--- config.mk ---
export PLATFORM = sky130hd
export DESIGN_NAME = rx_hold_queue
export DESIGN_NICKNAME = d
export VERILOG_FILES = /design/src/rtl/rxq_pkg.sv /design/src/rtl/rxq_rst_sync.sv /design/src/rtl/rxq_arbiter.sv /design/src/rtl/rxq_ptrs.sv /design/src/rtl/rxq_store.sv /design/src/rtl/rxq_brk_flag.sv /design/src/rtl/rx_hold_queue.sv
export SDC_FILE = /design/constraint.sdc
export NUM_CORES = 1
export LEC_CHECK = 0
export ABC_AREA = 1
export BUFFER_PORTS_ARGS = -buffer_cell sky130_fd_sc_hd__buf_2
export CORE_ASPECT_RATIO = 0.6
export CORE_MARGIN = 2
export CORE_UTILIZATION = 50
export DETAILED_ROUTE_END_ITERATION = 8
export GPL_TIMING_DRIVEN = 0
export PLACE_DENSITY_LB_ADDON = 0.3
export SLEW_MARGIN = 10
export SYNTH_ARGS = -nofsm -noshare
export SYNTH_HDL_FRONTEND = slang
export SYNTH_SLANG_ARGS = --single-unit
--- constraint.sdc ---
create_clock -name clk -period 1.8 [get_ports clk]
set_clock_uncertainty 0.05 [all_clocks]
set_input_delay 0.27 -clock clk [delete_from_list [all_inputs] [get_ports clk]]
set_output_delay 0.27 -clock clk [all_outputs]
set_load 0.02 [all_outputs]
--- src/rtl/rxq_pkg.sv ---
package rxq_pkg;

  // Per-cycle decision produced by the arbiter and consumed by the
  // pointer and storage logic.
  typedef struct packed {
    logic flush;      // empty the queue
    logic push;       // write one entry
    logic overwrite;  // push lands on the newest entry, no pointer move
    logic zero_fill;  // push data is forced to zero (break)
    logic pop;        // retire the head entry
  } rxq_op_t;

endpackage

--- src/rtl/rxq_rst_sync.sv ---
module rxq_rst_sync (
  input  logic clk,
  input  logic rst_n,
  output logic rst_sync_n
);

  logic [1:0] sync_q;

  always_ff @(posedge clk or negedge rst_n) begin
    if (!rst_n) begin
      sync_q <= 2'b00;
    end else begin
      sync_q <= {sync_q[0], 1'b1};
    end
  end

  assign rst_sync_n = sync_q[1];

endmodule

--- src/rtl/rxq_arbiter.sv ---
module rxq_arbiter
  import rxq_pkg::*;
(
  input  logic    rx_en,
  input  logic    in_valid,
  input  logic    brk_evt,
  input  logic    pop_req,
  input  logic    flush_req,
  input  logic    is_empty,
  input  logic    is_full,
  output logic    in_ready,
  output rxq_op_t op
);

  logic pop_ok;

  assign in_ready = rx_en & ~is_full;
  assign pop_ok   = pop_req & ~is_empty;

  always_comb begin
    op = '0;
    if (flush_req) begin
      op.flush = 1'b1;
    end else begin
      op.pop = pop_ok;
      if (brk_evt) begin
        // break bypasses the room check; with no room and no pop it
        // reuses the newest slot
        op.push      = 1'b1;
        op.zero_fill = 1'b1;
        op.overwrite = is_full & ~pop_ok;
      end else begin
        op.push = in_valid & in_ready;
      end
    end
  end

endmodule

--- src/rtl/rxq_ptrs.sv ---
module rxq_ptrs
  import rxq_pkg::*;
#(
  parameter int DEPTH = 4,
  localparam int AW = $clog2(DEPTH),
  localparam int CW = $clog2(DEPTH + 1)
) (
  input  logic          clk,
  input  logic          rst_n,
  input  rxq_op_t       op,
  output logic [AW-1:0] wr_addr,
  output logic [AW-1:0] rd_addr,
  output logic          is_empty,
  output logic          is_full
);

  localparam logic [AW-1:0] LAST  = AW'(DEPTH - 1);
  localparam logic [CW-1:0] LIMIT = CW'(DEPTH);

  logic [AW-1:0] wr_q, wr_d;
  logic [AW-1:0] rd_q, rd_d;
  logic [CW-1:0] cnt_q, cnt_d;
  logic          adv_wr;

  function automatic logic [AW-1:0] step_up(input logic [AW-1:0] p);
    return (p == LAST) ? '0 : p + AW'(1);
  endfunction

  function automatic logic [AW-1:0] step_down(input logic [AW-1:0] p);
    return (p == '0) ? LAST : p - AW'(1);
  endfunction

  assign adv_wr = op.push & ~op.overwrite;

  always_comb begin
    wr_d  = wr_q;
    rd_d  = rd_q;
    cnt_d = cnt_q;
    if (op.flush) begin
      wr_d  = '0;
      rd_d  = '0;
      cnt_d = '0;
    end else begin
      if (adv_wr) wr_d = step_up(wr_q);
      if (op.pop) rd_d = step_up(rd_q);
      case ({adv_wr, op.pop})
        2'b10:   cnt_d = cnt_q + CW'(1);
        2'b01:   cnt_d = cnt_q - CW'(1);
        default: cnt_d = cnt_q;
      endcase
    end
  end

  always_ff @(posedge clk or negedge rst_n) begin
    if (!rst_n) begin
      wr_q  <= '0;
      rd_q  <= '0;
      cnt_q <= '0;
    end else begin
      wr_q  <= wr_d;
      rd_q  <= rd_d;
      cnt_q <= cnt_d;
    end
  end

  assign wr_addr  = op.overwrite ? step_down(wr_q) : wr_q;
  assign rd_addr  = rd_q;
  assign is_empty = (cnt_q == '0);
  assign is_full  = (cnt_q == LIMIT);

endmodule

--- src/rtl/rxq_store.sv ---
module rxq_store #(
  parameter int DEPTH = 4,
  parameter int WIDTH = 8,
  localparam int AW = $clog2(DEPTH)
) (
  input  logic             clk,
  input  logic             rst_n,
  input  logic             wr_en,
  input  logic [AW-1:0]    wr_addr,
  input  logic [WIDTH-1:0] wr_data,
  input  logic [AW-1:0]    rd_addr,
  output logic [WIDTH-1:0] rd_data
);

  logic [WIDTH-1:0] slot_q [DEPTH];

  for (genvar g = 0; g < DEPTH; g++) begin : g_slot
    logic slot_en;
    assign slot_en = wr_en & (wr_addr == AW'(g));

    always_ff @(posedge clk or negedge rst_n) begin
      if (!rst_n) begin
        slot_q[g] <= '0;
      end else if (slot_en) begin
        slot_q[g] <= wr_data;
      end
    end
  end

  assign rd_data = slot_q[rd_addr];

endmodule

--- src/rtl/rxq_brk_flag.sv ---
module rxq_brk_flag (
  input  logic clk,
  input  logic rst_n,
  input  logic set,
  input  logic clr,
  output logic flag
);

  logic flag_q, flag_d;

  // set wins over a same-cycle clear
  assign flag_d = set | (flag_q & ~clr);

  always_ff @(posedge clk or negedge rst_n) begin
    if (!rst_n) begin
      flag_q <= 1'b0;
    end else begin
      flag_q <= flag_d;
    end
  end

  assign flag = flag_q;

endmodule

--- src/rtl/rx_hold_queue.sv ---
module rx_hold_queue
  import rxq_pkg::*;
#(
  parameter int DEPTH = 4,
  parameter int WIDTH = 8
) (
  input  logic             clk,
  input  logic             rst_n,
  input  logic             rx_en,
  input  logic             in_valid,
  input  logic [WIDTH-1:0] in_data,
  output logic             in_ready,
  input  logic             brk_evt,
  input  logic             brk_clr,
  input  logic             pop,
  output logic [WIDTH-1:0] rd_data,
  input  logic             flush,
  output logic             rx_ready,
  output logic             full,
  output logic             brk_flag
);

  localparam int AW = $clog2(DEPTH);

  logic             rst_sync_n;
  rxq_op_t          op;
  logic [AW-1:0]    wr_addr;
  logic [AW-1:0]    rd_addr;
  logic             is_empty;
  logic             is_full;
  logic [WIDTH-1:0] wr_data;
  logic [WIDTH-1:0] head;

  rxq_rst_sync u_rst (
    .clk        (clk),
    .rst_n      (rst_n),
    .rst_sync_n (rst_sync_n)
  );

  rxq_arbiter u_arb (
    .rx_en     (rx_en),
    .in_valid  (in_valid),
    .brk_evt   (brk_evt),
    .pop_req   (pop),
    .flush_req (flush),
    .is_empty  (is_empty),
    .is_full   (is_full),
    .in_ready  (in_ready),
    .op        (op)
  );

  rxq_ptrs #(.DEPTH(DEPTH)) u_ptrs (
    .clk      (clk),
    .rst_n    (rst_sync_n),
    .op       (op),
    .wr_addr  (wr_addr),
    .rd_addr  (rd_addr),
    .is_empty (is_empty),
    .is_full  (is_full)
  );

  assign wr_data = op.zero_fill ? '0 : in_data;

  rxq_store #(.DEPTH(DEPTH), .WIDTH(WIDTH)) u_store (
    .clk     (clk),
    .rst_n   (rst_sync_n),
    .wr_en   (op.push),
    .wr_addr (wr_addr),
    .wr_data (wr_data),
    .rd_addr (rd_addr),
    .rd_data (head)
  );

  rxq_brk_flag u_brk (
    .clk   (clk),
    .rst_n (rst_sync_n),
    .set   (brk_evt),
    .clr   (brk_clr),
    .flag  (brk_flag)
  );

  assign rd_data  = is_empty ? '0 : head;
  assign rx_ready = ~is_empty;
  assign full     = is_full;

endmodule

==> run summary <==
Outcome: complete, but fails checks
Failing checks: negative setup slack
Unrepaired setup endpoints after global routing: yes
Mapped Nets: 306
H-tree depth: 2
Clock root buffer: clkbuf_8
Die area: 0.005032 sq mm
Placed standard-cell area: 0.002494 sq mm
Cells along the critical path: nor2_4, nand2_2, inv_1, a21oi_1, buf_4
Ys Warns: 0
WL final: 5816 microns
DRT iter0 DRCs: 177
Layout cells sized above 1: 0.2903
R2r startpoint: u_ptrs.cnt_q[0]
Crit path largest cell delay: 0.42 ns
Count of cell types in the netlist: 26
Die X: 90.26 microns
Wire per inst: 14.50 microns
Grt ovf: 0
Hold crit path type: reg2async
Most common cell after layout, fill and taps aside: nand2_1
Critical Path Source: u_ptrs.cnt_q[0]
Commonest non-fill, non-tap cells in the layout: nand2_1, dfrtp_1, nor2_1
Total Routing Usage GR: 0.2275
Number of global-route vias before repair: 1894
Die height: 55.76 microns
Power Total: 3.277 mW
Worst-case clock buffer depth: 2
Crit path setup slack, layout: -0.05584 ns
Placed wire-length estimate: 3938 microns
Initial antenna violation count: 0
Setup crit start kind: flip-flop
Placer Congestion: 0.8674
Worst Path Max Fanout: 8
Dpl ws: -0.3040 ns
Drt drc: 0
Cell area after layout: 0.002934 sq mm
Crit path capture type: output port
#FFs+latches synth: 42
Peak Freq: 0.5388 GHz
WP data arrival: 1.54 ns
Drt first pass iters: 5
Syn avg cell area: 7.777 sq um
Clock latency on the worst-skew pair: 0.30 ns
Slowest CP cell: dfrtp_1
Slew Viols, Final: 0
Row count: 18
DR vias: 2128
Largest net degree at the start of global routing: 33
Pwr per Cell Area: 1117 mW/mm^2
VDD IR max: 659.3 uV
Crit Path Category: reg2out
Mapped Area: 0.002232 sq mm
Vias per cell: 5.307
Area grow syn2layout: 31.45%
Max Cap Violations: 0
Core area: 0.004189 sq mm
First-pass GRT wire length: 8949 microns
Starting Density: 0.5329
Min Clock Period, post-route: 1.856 ns
CTS tree: yes
Final nets: 360
I/O pins: 28
Hold Violations, Final: 0
# setup viols final: 9
Mapped Cells: 287
R2R cell count: 13
Num CTS Buffers: 5
Pleak: 1.523 nW
Clk slew on worst S/H paths: 0.08 ns
Worst Path Required: 1.48 ns
Sink Count: 42
Input/output buffers: 27
DRT antenna net count: 0
Seq/Total Area, Yosys: 0.4709
Tcrit/Tclk final: 1.031
Ant diodes: 0
stage by stage:
step	cells	TNS [ns]	util	hold slack [ns]
floorplan	287	-0.06615	-	-0.07559
global placement	374	-2.311	0.5902	0.005895
detailed placement	375	-2.827	0.5953	0.007227
CTS	390	-0.1143	0.6404	0.07755
global route	401	-1.183	0.7004	0.08444
finish	401	-0.3491	0.7004	0.06777
where the power goes:
| part | total [mW] | internal (mW) | switching [mW] |
|---|---|---|---|
| Sequential | 1.46 | 1.27 | 0.192 |
| Combinational | 1.20 | 0.495 | 0.702 |
| Clock | 0.622 | 0.304 | 0.318 |
| Total | 3.28 | 2.06 | 1.21 |
registers in the layout (all words and copies together) (netlist names):
name / flops
u_ptrs.rd_addr: 2
u_brk.flag: 1
u_ptrs.wr_q: 2
u_store.slot_q: 32
u_ptrs.cnt_q: 3
u_rst.sync_q: 2
cells in the mapped netlist:
| master | n | area, sq um |
|---|---|---|
| xnor2_1 | 1 | 8.760 |
| buf_4 | 2 | 15.01 |
| inv_2 | 2 | 7.510 |
| fa_1 | 1 | 20.02 |
| inv_6 | 1 | 8.760 |
| o21ai_0 | 28 | 140.1 |
| o21ai_2 | 2 | 17.52 |
| a21oi_1 | 9 | 45.04 |
| inv_4 | 1 | 6.260 |
| nand4_1 | 24 | 150.1 |
| clkbuf_1 | 4 | 15.01 |
| nor2_4 | 1 | 11.26 |
| ha_1 | 2 | 25.02 |
| conb_1 | 1 | 3.750 |
| nand2_1 | 85 | 319.1 |
| dfrtp_1 | 42 | 1051 |
| buf_2 | 3 | 15.01 |
| nand3_1 | 9 | 45.04 |
| o21bai_1 | 1 | 7.510 |
| nand2_4 | 2 | 22.52 |
| nand3_2 | 4 | 40.04 |
| clkinv_1 | 1 | 3.750 |
| nor2_2 | 1 | 6.260 |
| nor2_1 | 36 | 135.1 |
| inv_1 | 21 | 78.83 |
| buf_6 | 3 | 33.78 |
critical path: cells and delay by family (launching register included):
family	cells	cell delay (ns)
buffers and inverters	2	0.45
DFF	1	0.42
and+or+nand+nor	2	0.26
AOI/OAI and AO/OA	1	0.10
path summary, 6_finish.rpt:
kind	to	slack, ns
worst min register to register	u_store.slot_q[13]	0.07
worst max-delay path	rd_data[2]	-0.06
min in group clk	u_brk.flag	0.09
worst max register to register	u_ptrs.cnt_q[2]	-0.04
max in group asynchronous	u_ptrs.rd_addr[1]	1.19
worst min-delay path	u_store.slot_q[13]	0.07
area by class of cell:
cell class	count	area, sq um
plain buffers	10	137.6
clock buffers	7	86.33
fillers	339	1255
inverters	26	121.4
multi-input cells	207	1115
flip-flops and latches	42	1055
well taps	60	75.07
repair buffers	49	344.1
routing by layer:
layer  global-route usage  share of wire  vias up
li1                     -              -     1047
met1               0.3456           0.50     1019
met2               0.3179           0.44       55
met3              0.04743          0.057        7
met4              0.08571          0.011        0
met5                    0              0        -
what timing repair did:
| item | 4_1_cts | 5_1_grt |
|---|---|---|
| endpoints found under the hold margin | 2 | 0 |
| setup buffers | 9 | 11 |
| pin swaps | 7 | 11 |
| hold buffers | 1 | 0 |
| resized for setup | 13 | 49 |
| endpoints found under the setup margin | 27 | 42 |
cell families after synthesis:
group,after synthesis,share of synthesized area
AOI/OAI and AO/OA,40,0.09417
other,1,0.001680
and+or+nand+nor,162,0.3268
DFF,42,0.4709
buffers and inverters,38,0.08240
adders and majority gates,3,0.02018
xor gates and xnor gates,1,0.003924
(Power assumes the default switching activity.)
